[config.mk]
export PLATFORM = sky130hd
export DESIGN_NAME = ack_poll_seq
export DESIGN_NICKNAME = d
export VERILOG_FILES = /design/src/rtl/ack_poll_pkg.sv /design/src/rtl/ack_poll_dp.sv /design/src/rtl/ack_poll_ctrl.sv /design/src/rtl/ack_poll_seq.sv
export SDC_FILE = /design/constraint.sdc
export NUM_CORES = 1
export LEC_CHECK = 0
export BUFFER_PORTS_ARGS = -buffer_cell sky130_fd_sc_hd__buf_2
export CAP_MARGIN = 20
export CORE_UTILIZATION = 52
export DETAILED_ROUTE_END_ITERATION = 7
export PLACE_DENSITY = 0.89
export RECOVER_POWER = 50
export SYNTH_ARGS = -nofsm -noshare
export SYNTH_HDL_FRONTEND = slang
export SYNTH_SLANG_ARGS = --single-unit
[constraint.sdc]
create_clock -name clk -period 2.35 [get_ports clk]
set_input_delay 0.3525 -clock clk [delete_from_list [all_inputs] [get_ports clk]]
set_output_delay 0.3525 -clock clk [all_outputs]
set_load 0.01 [all_outputs]
[src/rtl/ack_poll_pkg.sv]
package ack_poll_pkg;
  typedef enum logic [1:0] {
    OP_START = 2'd0,
    OP_STOP  = 2'd1,
    OP_SEND  = 2'd2
  } busOpE;

  typedef struct packed {
    logic loadTarget;
    logic clearTries;
    logic bumpTries;
  } dpStrobeT;
endpackage

[src/rtl/ack_poll_dp.sv]
module ack_poll_dp
  import ack_poll_pkg::*;
#(
  parameter int ADDR_W       = 7,
  parameter int MAX_ATTEMPTS = 8
) (
  input  logic              clk,
  input  logic              rstN,
  input  dpStrobeT          strobes,
  input  logic [ADDR_W-1:0] reqAddr,
  output logic [ADDR_W:0]   ctrlByte,
  output logic              lastTry
);
  localparam int CNT_W = $clog2(MAX_ATTEMPTS + 1);
  localparam logic [CNT_W-1:0] LAST_IDX = CNT_W'(MAX_ATTEMPTS - 1);

  logic [ADDR_W-1:0] targetQ;
  logic [CNT_W-1:0]  triesQ;

  always_ff @(posedge clk) begin
    if (!rstN) begin
      targetQ <= '0;
    end else if (strobes.loadTarget) begin
      targetQ <= reqAddr;
    end
  end

  always_ff @(posedge clk) begin
    if (!rstN) begin
      triesQ <= '0;
    end else if (strobes.clearTries) begin
      triesQ <= '0;
    end else if (strobes.bumpTries) begin
      triesQ <= triesQ + 1'b1;
    end
  end

  // direction bit fixed at write (0)
  assign ctrlByte = {targetQ, 1'b0};
  assign lastTry  = (triesQ == LAST_IDX);
endmodule

[src/rtl/ack_poll_ctrl.sv]
module ack_poll_ctrl
  import ack_poll_pkg::*;
(
  input  logic     clk,
  input  logic     rstN,
  input  logic     reqValid,
  input  logic     engDone,
  input  logic     engAck,
  input  logic     lastTry,
  output dpStrobeT strobes,
  output logic     busy,
  output logic     cmdValid,
  output busOpE    cmdOp,
  output logic     pollDone,
  output logic     pollTimeout
);
  typedef enum logic [2:0] {
    S_IDLE,
    S_LAUNCH,
    S_START,
    S_SEND,
    S_RETRY,
    S_ABORT
  } stateE;

  stateE stateQ, stateD;
  logic  doneQ, timeoutQ;
  logic  sendAcked, sendRefused;

  assign sendAcked   = (stateQ == S_SEND) && engDone && engAck;
  assign sendRefused = (stateQ == S_SEND) && engDone && !engAck;

  always_comb begin
    stateD = stateQ;
    case (stateQ)
      S_IDLE:   if (reqValid) stateD = S_LAUNCH;
      S_LAUNCH: if (engDone)  stateD = S_START;
      S_START:  if (engDone)  stateD = S_SEND;
      S_SEND: begin
        if (sendAcked)                 stateD = S_IDLE;
        else if (sendRefused && lastTry) stateD = S_ABORT;
        else if (sendRefused)          stateD = S_RETRY;
      end
      S_RETRY:  if (engDone)  stateD = S_START;
      S_ABORT:  if (engDone)  stateD = S_IDLE;
      default:  stateD = S_IDLE;
    endcase
  end

  always_ff @(posedge clk) begin
    if (!rstN) begin
      stateQ   <= S_IDLE;
      doneQ    <= 1'b0;
      timeoutQ <= 1'b0;
    end else begin
      stateQ   <= stateD;
      doneQ    <= sendAcked;
      timeoutQ <= (stateQ == S_ABORT) && engDone;
    end
  end

  always_comb begin
    strobes            = '0;
    strobes.loadTarget = (stateQ == S_IDLE) && reqValid;
    strobes.clearTries = (stateQ == S_IDLE) && reqValid;
    strobes.bumpTries  = sendRefused;
  end

  always_comb begin
    cmdValid = 1'b1;
    cmdOp    = OP_STOP;
    case (stateQ)
      S_LAUNCH, S_RETRY, S_ABORT: cmdOp = OP_STOP;
      S_START:                    cmdOp = OP_START;
      S_SEND:                     cmdOp = OP_SEND;
      default:                    cmdValid = 1'b0;
    endcase
  end

  assign busy        = (stateQ != S_IDLE);
  assign pollDone    = doneQ;
  assign pollTimeout = timeoutQ;
endmodule

[src/rtl/ack_poll_seq.sv]
module ack_poll_seq
  import ack_poll_pkg::*;
#(
  parameter int MAX_ATTEMPTS = 8
) (
  input  logic       clk,
  input  logic       rstN,
  input  logic       reqValid,
  input  logic [6:0] reqAddr,
  output logic       busy,
  output logic       cmdValid,
  output logic [1:0] cmdOp,
  output logic [7:0] cmdByte,
  input  logic       engDone,
  input  logic       engAck,
  output logic       pollDone,
  output logic       pollTimeout
);
  localparam int ADDR_W = 7;

  dpStrobeT    strobes;
  logic        lastTry;
  busOpE       opSel;
  logic [ADDR_W:0] ctrlByte;

  ack_poll_ctrl u_ctrl (
    .clk        (clk),
    .rstN       (rstN),
    .reqValid   (reqValid),
    .engDone    (engDone),
    .engAck     (engAck),
    .lastTry    (lastTry),
    .strobes    (strobes),
    .busy       (busy),
    .cmdValid   (cmdValid),
    .cmdOp      (opSel),
    .pollDone   (pollDone),
    .pollTimeout(pollTimeout)
  );

  ack_poll_dp #(
    .ADDR_W      (ADDR_W),
    .MAX_ATTEMPTS(MAX_ATTEMPTS)
  ) u_dp (
    .clk     (clk),
    .rstN    (rstN),
    .strobes (strobes),
    .reqAddr (reqAddr),
    .ctrlByte(ctrlByte),
    .lastTry (lastTry)
  );

  assign cmdOp   = opSel;
  assign cmdByte = ctrlByte;
endmodule

==> flow_metrics.py, run 1 <==
metrics = {
    "run_status": {
        "outcome": "completed",
    },
    "floorplan": {
        "ios": 26,
        "rows": 13,
        "fp.coreArea_um2": 1366,
        "dieHeight_um": 41.21,
        "die_area_um2": 1698,
        "die_w_um": 41.21,
        "start_util": 0.5852,
    },
    "routing": {
        "drt_iter0_drc": 14,
        "wl_met3_um": 92,
        "ant_nets": 0,
        "wirelength_um": 1526,
        "firstDrtPassIters": 4,
        "dr_wl_met2_um": 742,
        "avgRoutedWirePerCell_um": 12.21,
        "vias": 685,
        "met1_length_um": 677,
        "routed_via_density": 5.480,
        "topRoutingLayerUsed": "met4",
        "route.detailed.drc": 0,
    },
    "pwr": {
        "cellLeakagePower_nw": 0.3477,
        "ir_drop_mv": 0.4854,
        "power_density_nw_per_um2": 641.4,
    },
    "critical_path": {
        "critical-path-max-stage-delay_ns": 0.42,
        "worstPathRequired_ns": 2.00,
        "worstPathArrival_ns": 1.40,
        "critical-path-top-delay-family": "simple AND/OR/NAND/NOR gates",
        "endpoint_kind": "primary output",
        "worstPathCellList": "or3_1 > a21boi_0 > buf_2",
        "reg2reg_from": "u_ctrl.stateQ[1]",
        "crit_fanout": 11,
        "worstRegToRegCells": 3,
        "rrSetupSlack_ns": 0.64,
        "cp_num_buf_inv": 1,
        "path_class": "reg2out",
        "crit_path_top_delay_cell": "or3_1",
        "r2r-end": "u_dp.triesQ[3]",
        "start_kind": "flop",
    },
    "min_path": {
        "holdPathStages": 3,
        "hold_end": "u_dp.targetQ[1]",
        "min_path_type": "in2reg",
        "min_from": "reqAddr[1]",
    },
    "placement": {
        "place_ws_ns": 0.8393,
        "port_buffers": 24,
        "dp_hpwl_um": 1102,
        "place.gp.congestion": 0.6727,
    },
    "grt": {
        "antenna_found_initial": 0,
        "grt_usage": 0.2060,
        "grt_max_degree": 16,
        "grt_pass1_vias": 565,
        "grt_pass1_wl_um": 2256,
        "globalRoute.totalOverflow": 0,
    },
    "cells_and_area": {
        "fillers": 120,
        "antenna_cells": 0,
        "finalNetCount": 124,
        "synthToLayoutAreaGrowth_pct": 12.52,
        "drive_gt1_frac": 0.2091,
    },
    "timing": {
        "rsz0062_at_grt": "no",
        "fmax_mhz": 569.4,
        "hold_viol_final": 0,
        "drv_slew": 0,
        "setup_viol": 0,
        "setup_slack_ns": 0.5939,
        "clock_skew_ns": 0.007059,
        "period_share": 0.7473,
        "fin_crit_ns": 1.756,
        "fin_setup_tns_ns": 0,
    },
    "clock_network": {
        "cts_tree": "built",
        "htree_levels": 1,
        "cts_root_buf": "clkbuf_4",
        "clk_latency_ns": 0.29,
        "cts_hold_buf": 0,
        "ctsResizeCount": 0,
        "cts_setup_buffers": 0,
        "cts_buffer_depth": 2,
        "clk_pin_slew_ns": 0.10,
        "cts_buffers": 3,
        "cts_num_sinks": 16,
    },
    "synthesis": {
        "ys_seq_elements": 16,
        "synth_top_area_frac": 0.4006,
        "netlist_top_cells_area": "dfxtp_1, nand2_1, a21boi_1",
        "async_reset_ff_frac": 0,
        "syn_area_per_cell_um2": 8.884,
        "synth_area_leader_cell": "dfxtp_1",
        "syn_area_um2": 799.5,
        "ys_warn_count": 0,
        "postSynthCellCount": 90,
        "synthesis.nets": 103,
        "ys_seq_area_frac": 0.4006,
        "synth.distinct_cells": 33,
        "ys.flop_type": "dfxtp_1",
        "synth-edff-count": 0,
    },
    "run": {
        "maxCapViolCount": 0,
    },
}
==> cells in the mapped netlist, types with 2 or more instances <==
cell type	n
a21oi_1	4
o31ai_1	2
nand2b_1	2
inv_1	2
nand3_1	3
buf_2	3
or3_1	2
a21boi_1	7
nand2_1	17
mux2i_1	2
o21a_1	2
o21ai_0	2
clkbuf_1	2
dfxtp_1	16
nor2_1	4
nand3b_1	2
buf_4	2
==> worst max-delay path by stage <==
stage	start	end	slack, ns	depth (start not counted)
final	u_ctrl.stateQ[2]	cmdValid	0.59	3
after global routing	u_ctrl.stateQ[2]	cmdValid	0.51	3
after CTS	u_ctrl.stateQ[0]	cmdValid	0.58	3
after detailed placement	u_ctrl.stateQ[1]	u_dp.triesQ[3]	0.84	3
after global placement	u_ctrl.stateQ[0]	u_dp.triesQ[0]	0.87	3
after floorplan	u_ctrl.stateQ[1]	cmdValid	0.92	3
==> worst register-to-register path, stage by stage (launching register included) <==
cell      delay [ns]
dfxtp_1         0.56
nand4b_1        0.37
or4_4           0.58
a21oi_2         0.14
==> report_power, final <==
group / switching [W] / total (W) / internal (W)
registers: 0.0000159 / 0.000300 / 0.000284
logic: 0.0000533 / 0.0000954 / 0.0000420
clock network: 0.0000871 / 0.000181 / 0.0000943
total: 0.000156 / 0.000577 / 0.000421
==> logic make-up (layout without fill, tap and decap cells) <==
| family | Yosys count | in the layout | synth area share |
|---|---|---|---|
| adders and majority gates | 1 | 1 | 0.01565 |
| DFF | 16 | 16 | 0.4006 |
| and+or+nand+nor | 39 | 39 | 0.3020 |
| AOI/OAI and AO/OA | 21 | 21 | 0.1815 |
| muxes | 2 | 2 | 0.02504 |
| buffers and inverters | 10 | 30 | 0.07042 |
| other | 1 | 1 | 0.004690 |
==> sequential cells by signal (all words and copies together) (netlist names) <==
register	cells
u_dp.triesQ	4
u_ctrl.stateQ	3
u_ctrl.pollDone	1
u_ctrl.pollTimeout	1
u_dp.targetQ	7
==> through the flow <==
stage,total power [W],hold WS (ns),instance area (µm²),std cells,utilization
2_1_floorplan,0.0003767,0.4611,799.5,90,-
3_3_place_gp,0.0004021,0.4379,889.6,121,0.6511
3_5_place_dp,0.0004067,0.4438,889.6,121,0.6511
4_1_cts,0.0005847,0.2995,925.9,125,0.6777
5_1_grt,0.0006075,0.2882,899.6,125,0.6584
6_report,0.0005770,0.2997,899.6,125,0.6584
==> layer usage <==
| metal | vias up | track usage |
|---|---|---|
| met2 | 23 | 0.3398 |
| met4 | 0 | 0.08065 |
| li1 | 349 | - |
| met5 | - | 0 |
| met3 | 2 | 0.07609 |
| met1 | 311 | 0.2393 |
==> layout by cell type (no fill, tap or decap), drive strengths merged <==
master / instances
a21boi: 8
or3: 2
buf: 15
or4: 2
clkbuf: 13
mux2i: 2
nand2: 18
o21ai: 2
ha: 1
nand3: 3
o21a: 2
nor3b: 1
nand3b: 2
and3: 1
o2bb2ai: 1
nor2: 4
nand2b: 2
nand4bb: 1
conb: 1
a21oi: 5
o211ai: 1
nand4b: 1
inv: 2
dfxtp: 16
or4b: 1
o31ai: 2
nor4b: 1
==> area by class of cell <==
type,instances,area (µm²),share of cell area
clock buffers,4,36.28,0.04033
inverters,2,7.507,0.008345
multi-input cells,64,407.9,0.4534
flip-flops and latches,16,320.3,0.3560
well taps,15,18.77,0.02086
repair buffers,24,108.9,0.1210
(Power assumes the default switching activity.)
==> inputs of run 2 (changes only) <==
--- a/config.mk
+++ b/config.mk
@@ -7,9 +7,9 @@
 export LEC_CHECK = 0
 export BUFFER_PORTS_ARGS = -buffer_cell sky130_fd_sc_hd__buf_2
 export CAP_MARGIN = 20
-export CORE_UTILIZATION = 52
+export CORE_UTILIZATION = 43
 export DETAILED_ROUTE_END_ITERATION = 7
-export PLACE_DENSITY = 0.89
+export PLACE_DENSITY = 0.79
 export RECOVER_POWER = 50
 export SYNTH_ARGS = -nofsm -noshare
 export SYNTH_HDL_FRONTEND = slang
==> constraint.sdc (replaced) <==
create_clock -name clk -period 1.55 [get_ports clk]
set_input_delay 0.2325 -clock clk [delete_from_list [all_inputs] [get_ports clk]]
set_output_delay 0.2325 -clock clk [all_outputs]
set_load 0.01 [all_outputs]
==> run 2 against run 1 <==
The run now ends with setup timing left. Non-clock buffer count is 6 higher. Hold slack worse by 0.11 ns. Register-to-register slack got worse by 0.62 ns. Critical path depth rose by 1. Design area increased by 9.3%. Combinational power up 97%. Sequential share of layout area fell by 2.7 points. Via count up 6.0%. Clock skew is 0.0020 ns lower. Global-route usage down 1.8 points. Largest power group unchanged. Highest routed layer unchanged.
==> flow_metrics.py, run 2 (synthesized netlist as in run 1, its figures left out) <==
metrics = {
    "run_status": {
        "outcome": "finished with violations",
        "violations": "setup timing",
    },
    "floorplan": {
        "rows": 15,
        "die_w_um": 45.12,
        "ios": 26,
        "die_area_um2": 2036,
        "dieHeight_um": 45.12,
        "fp.coreArea_um2": 1727,
        "start_util": 0.4630,
    },
    "cells_and_area": {
        "multi_input_area_um2": 431.7,
        "largest_register_ffs": 7,
        "top_regs": "u_dp.targetQ: 7 flops, u_dp.triesQ: 4 flops, u_ctrl.stateQ: 3 flops",
        "postLayoutCellArea_um2": 983.4,
        "synthToLayoutAreaGrowth_pct": 23.00,
        "ff_latch_area_um2": 324.1,
        "antenna_cells": 0,
        "mostFrequentLayoutCells": "nand2_1, buf_2, dfxtp_1",
        "largest-register": "u_dp.targetQ",
        "fillers": 167,
        "layout.cells.most_common": "nand2_1",
        "stdcell_count": 140,
        "drive_gt1_frac": 0.3130,
        "finalNetCount": 130,
    },
    "pwr": {
        "power_density_nw_per_um2": 862.4,
        "p_int_w": 0.0006125,
        "power.switching_w": 0.0002356,
        "ir_drop_mv": 0.6137,
        "sw_frac_of_total": 0.2778,
        "power_frac_comb": 0.222,
        "power_frac_seq": 0.532,
        "clkPwrFrac": 0.246,
        "cellLeakagePower_nw": 0.4047,
    },
    "routing": {
        "avgRoutedWirePerCell_um": 11.91,
        "route.detailed.drc": 0,
        "vias": 726,
        "routed_via_density": 5.186,
        "drt_iter0_drc": 16,
        "wirelength_um": 1667,
        "ant_nets": 0,
        "firstDrtPassIters": 4,
    },
    "clock_network": {
        "cts_buffer_depth": 2,
        "cts_tree": "built",
        "clk_pin_slew_ns": 0.09,
        "htree_levels": 1,
        "cts_hold_buf": 0,
        "cts_buffers": 3,
        "cts_root_buf": "clkbuf_4",
        "clk_latency_ns": 0.27,
        "cts_num_sinks": 16,
    },
    "timing": {
        "fin_crit_ns": 1.587,
        "clock_skew_ns": 0.005083,
        "fmax_mhz": 630.1,
        "drv_slew": 0,
        "period_share": 1.024,
        "rsz0062_at_grt": "yes",
        "hold_viol_final": 0,
        "setup_slack_ns": -0.03711,
        "setup_viol": 1,
    },
    "critical_path": {
        "crit_fanout": 2,
        "start_kind": "flop",
        "rrSetupSlack_ns": 0.02,
        "path_class": "reg2out",
        "crit_path_top_delay_cell": "dfxtp_2",
        "worstPathRequired_ns": 1.32,
        "worstPathArrival_ns": 1.35,
        "critical-path-max-stage-delay_ns": 0.34,
        "endpoint_kind": "primary output",
        "r2r-end": "u_dp.triesQ[1]",
        "worstPathCellList": "buf_6 > or3_4 > a21boi_2 > buf_2",
        "worstRegToRegCells": 4,
        "reg2reg_from": "u_ctrl.stateQ[2]",
    },
    "placement": {
        "port_buffers": 24,
        "place_ws_ns": 0.1121,
        "place_area_um2": 924.6,
        "dp_hpwl_um": 1182,
        "place.gp.congestion": 0.7168,
        "dp_cells": 134,
    },
    "min_path": {
        "hold_end": "u_dp.targetQ[4]",
        "min_from": "reqAddr[4]",
        "min_path_type": "in2reg",
        "holdPathStages": 3,
    },
    "grt": {
        "globalRoute.totalOverflow": 0,
        "grt_pass1_wl_um": 2760,
        "grt_max_degree": 16,
        "grt_usage": 0.1883,
        "grt_pass1_vias": 666,
        "antenna_found_initial": 0,
    },
    "run": {
        "maxCapViolCount": 0,
    },
}
[run 2: cell type report]
type,count,share of cell area
Multi-Input combinational cell,64,0.4389
Tap cell,25,0.03181
Sequential cell,16,0.3295
Clock buffer,3,0.02290
Inverter,2,0.007634
Timing Repair Buffer,30,0.1692
[run 2: routing by layer]
layer	vias to the layer above	GRT usage	wire length (µm)
met5	-	0	0
met4	0	0.07273	19
li1	362	-	-
met3	2	0.03600	41
met2	14	0.3246	849
met1	348	0.2296	757
[run 2: timing repair]
item	CTS	global route
gates resized for setup	7	1
pin swaps	1	0
endpoints found under the hold margin	0	0
setup buffers	3	0
setup endpoints to repair	2	6
[run 2: worst max-delay path by stage]
stage                           startpoint  depth (start not counted)  slack, ns              to
after floorplan           u_ctrl.stateQ[0]                          5       0.20  u_dp.triesQ[1]
after global placement    u_ctrl.stateQ[0]                          3       0.15  u_dp.triesQ[2]
after detailed placement  u_ctrl.stateQ[0]                          3       0.11  u_dp.triesQ[1]
after CTS                 u_ctrl.stateQ[2]                          4      -0.02        cmdValid
after global routing      u_ctrl.stateQ[2]                          4      -0.07        cmdValid
final                     u_ctrl.stateQ[2]                          4      -0.04        cmdValid
[run 2: stage by stage]
stage / hold WS (ns) / total power, W / TNS, ns / util
floorplan: 0.3673 / 0.0005712 / 0 / -
global placement: 0.4430 / 0.0006198 / 0 / 0.5355
detailed placement: 0.4474 / 0.0006278 / 0 / 0.5355
CTS: 0.1843 / 0.0008483 / -0.01982 / 0.5710
global route: 0.1904 / 0.0008976 / -0.1757 / 0.5696
finish: 0.1872 / 0.0008481 / -0.03711 / 0.5696
[run 2: power by group through the flow]
| stage | logic, W | registers, W | clock network [W] |
|---|---|---|---|
| 6_report | 0.000188 | 0.000451 | 0.000209 |
| 5_1_grt | 0.000209 | 0.000454 | 0.000235 |
| 4_1_cts | 0.000184 | 0.000451 | 0.000214 |
| 3_5_place_dp | 0.000169 | 0.000459 | 0 |
| 3_3_place_gp | 0.000163 | 0.000456 | 0 |
| 2_1_floorplan | 0.000114 | 0.000458 | 0 |
[run 2: worst max-delay path, delay by kind of cell, from the launching register on]
family | cells | cell delay, ns
flip-flops | 1 | 0.34
AO/OA/AOI/OAI | 1 | 0.17
AND/OR/NAND/NOR | 1 | 0.33
buffers and inverters | 2 | 0.24
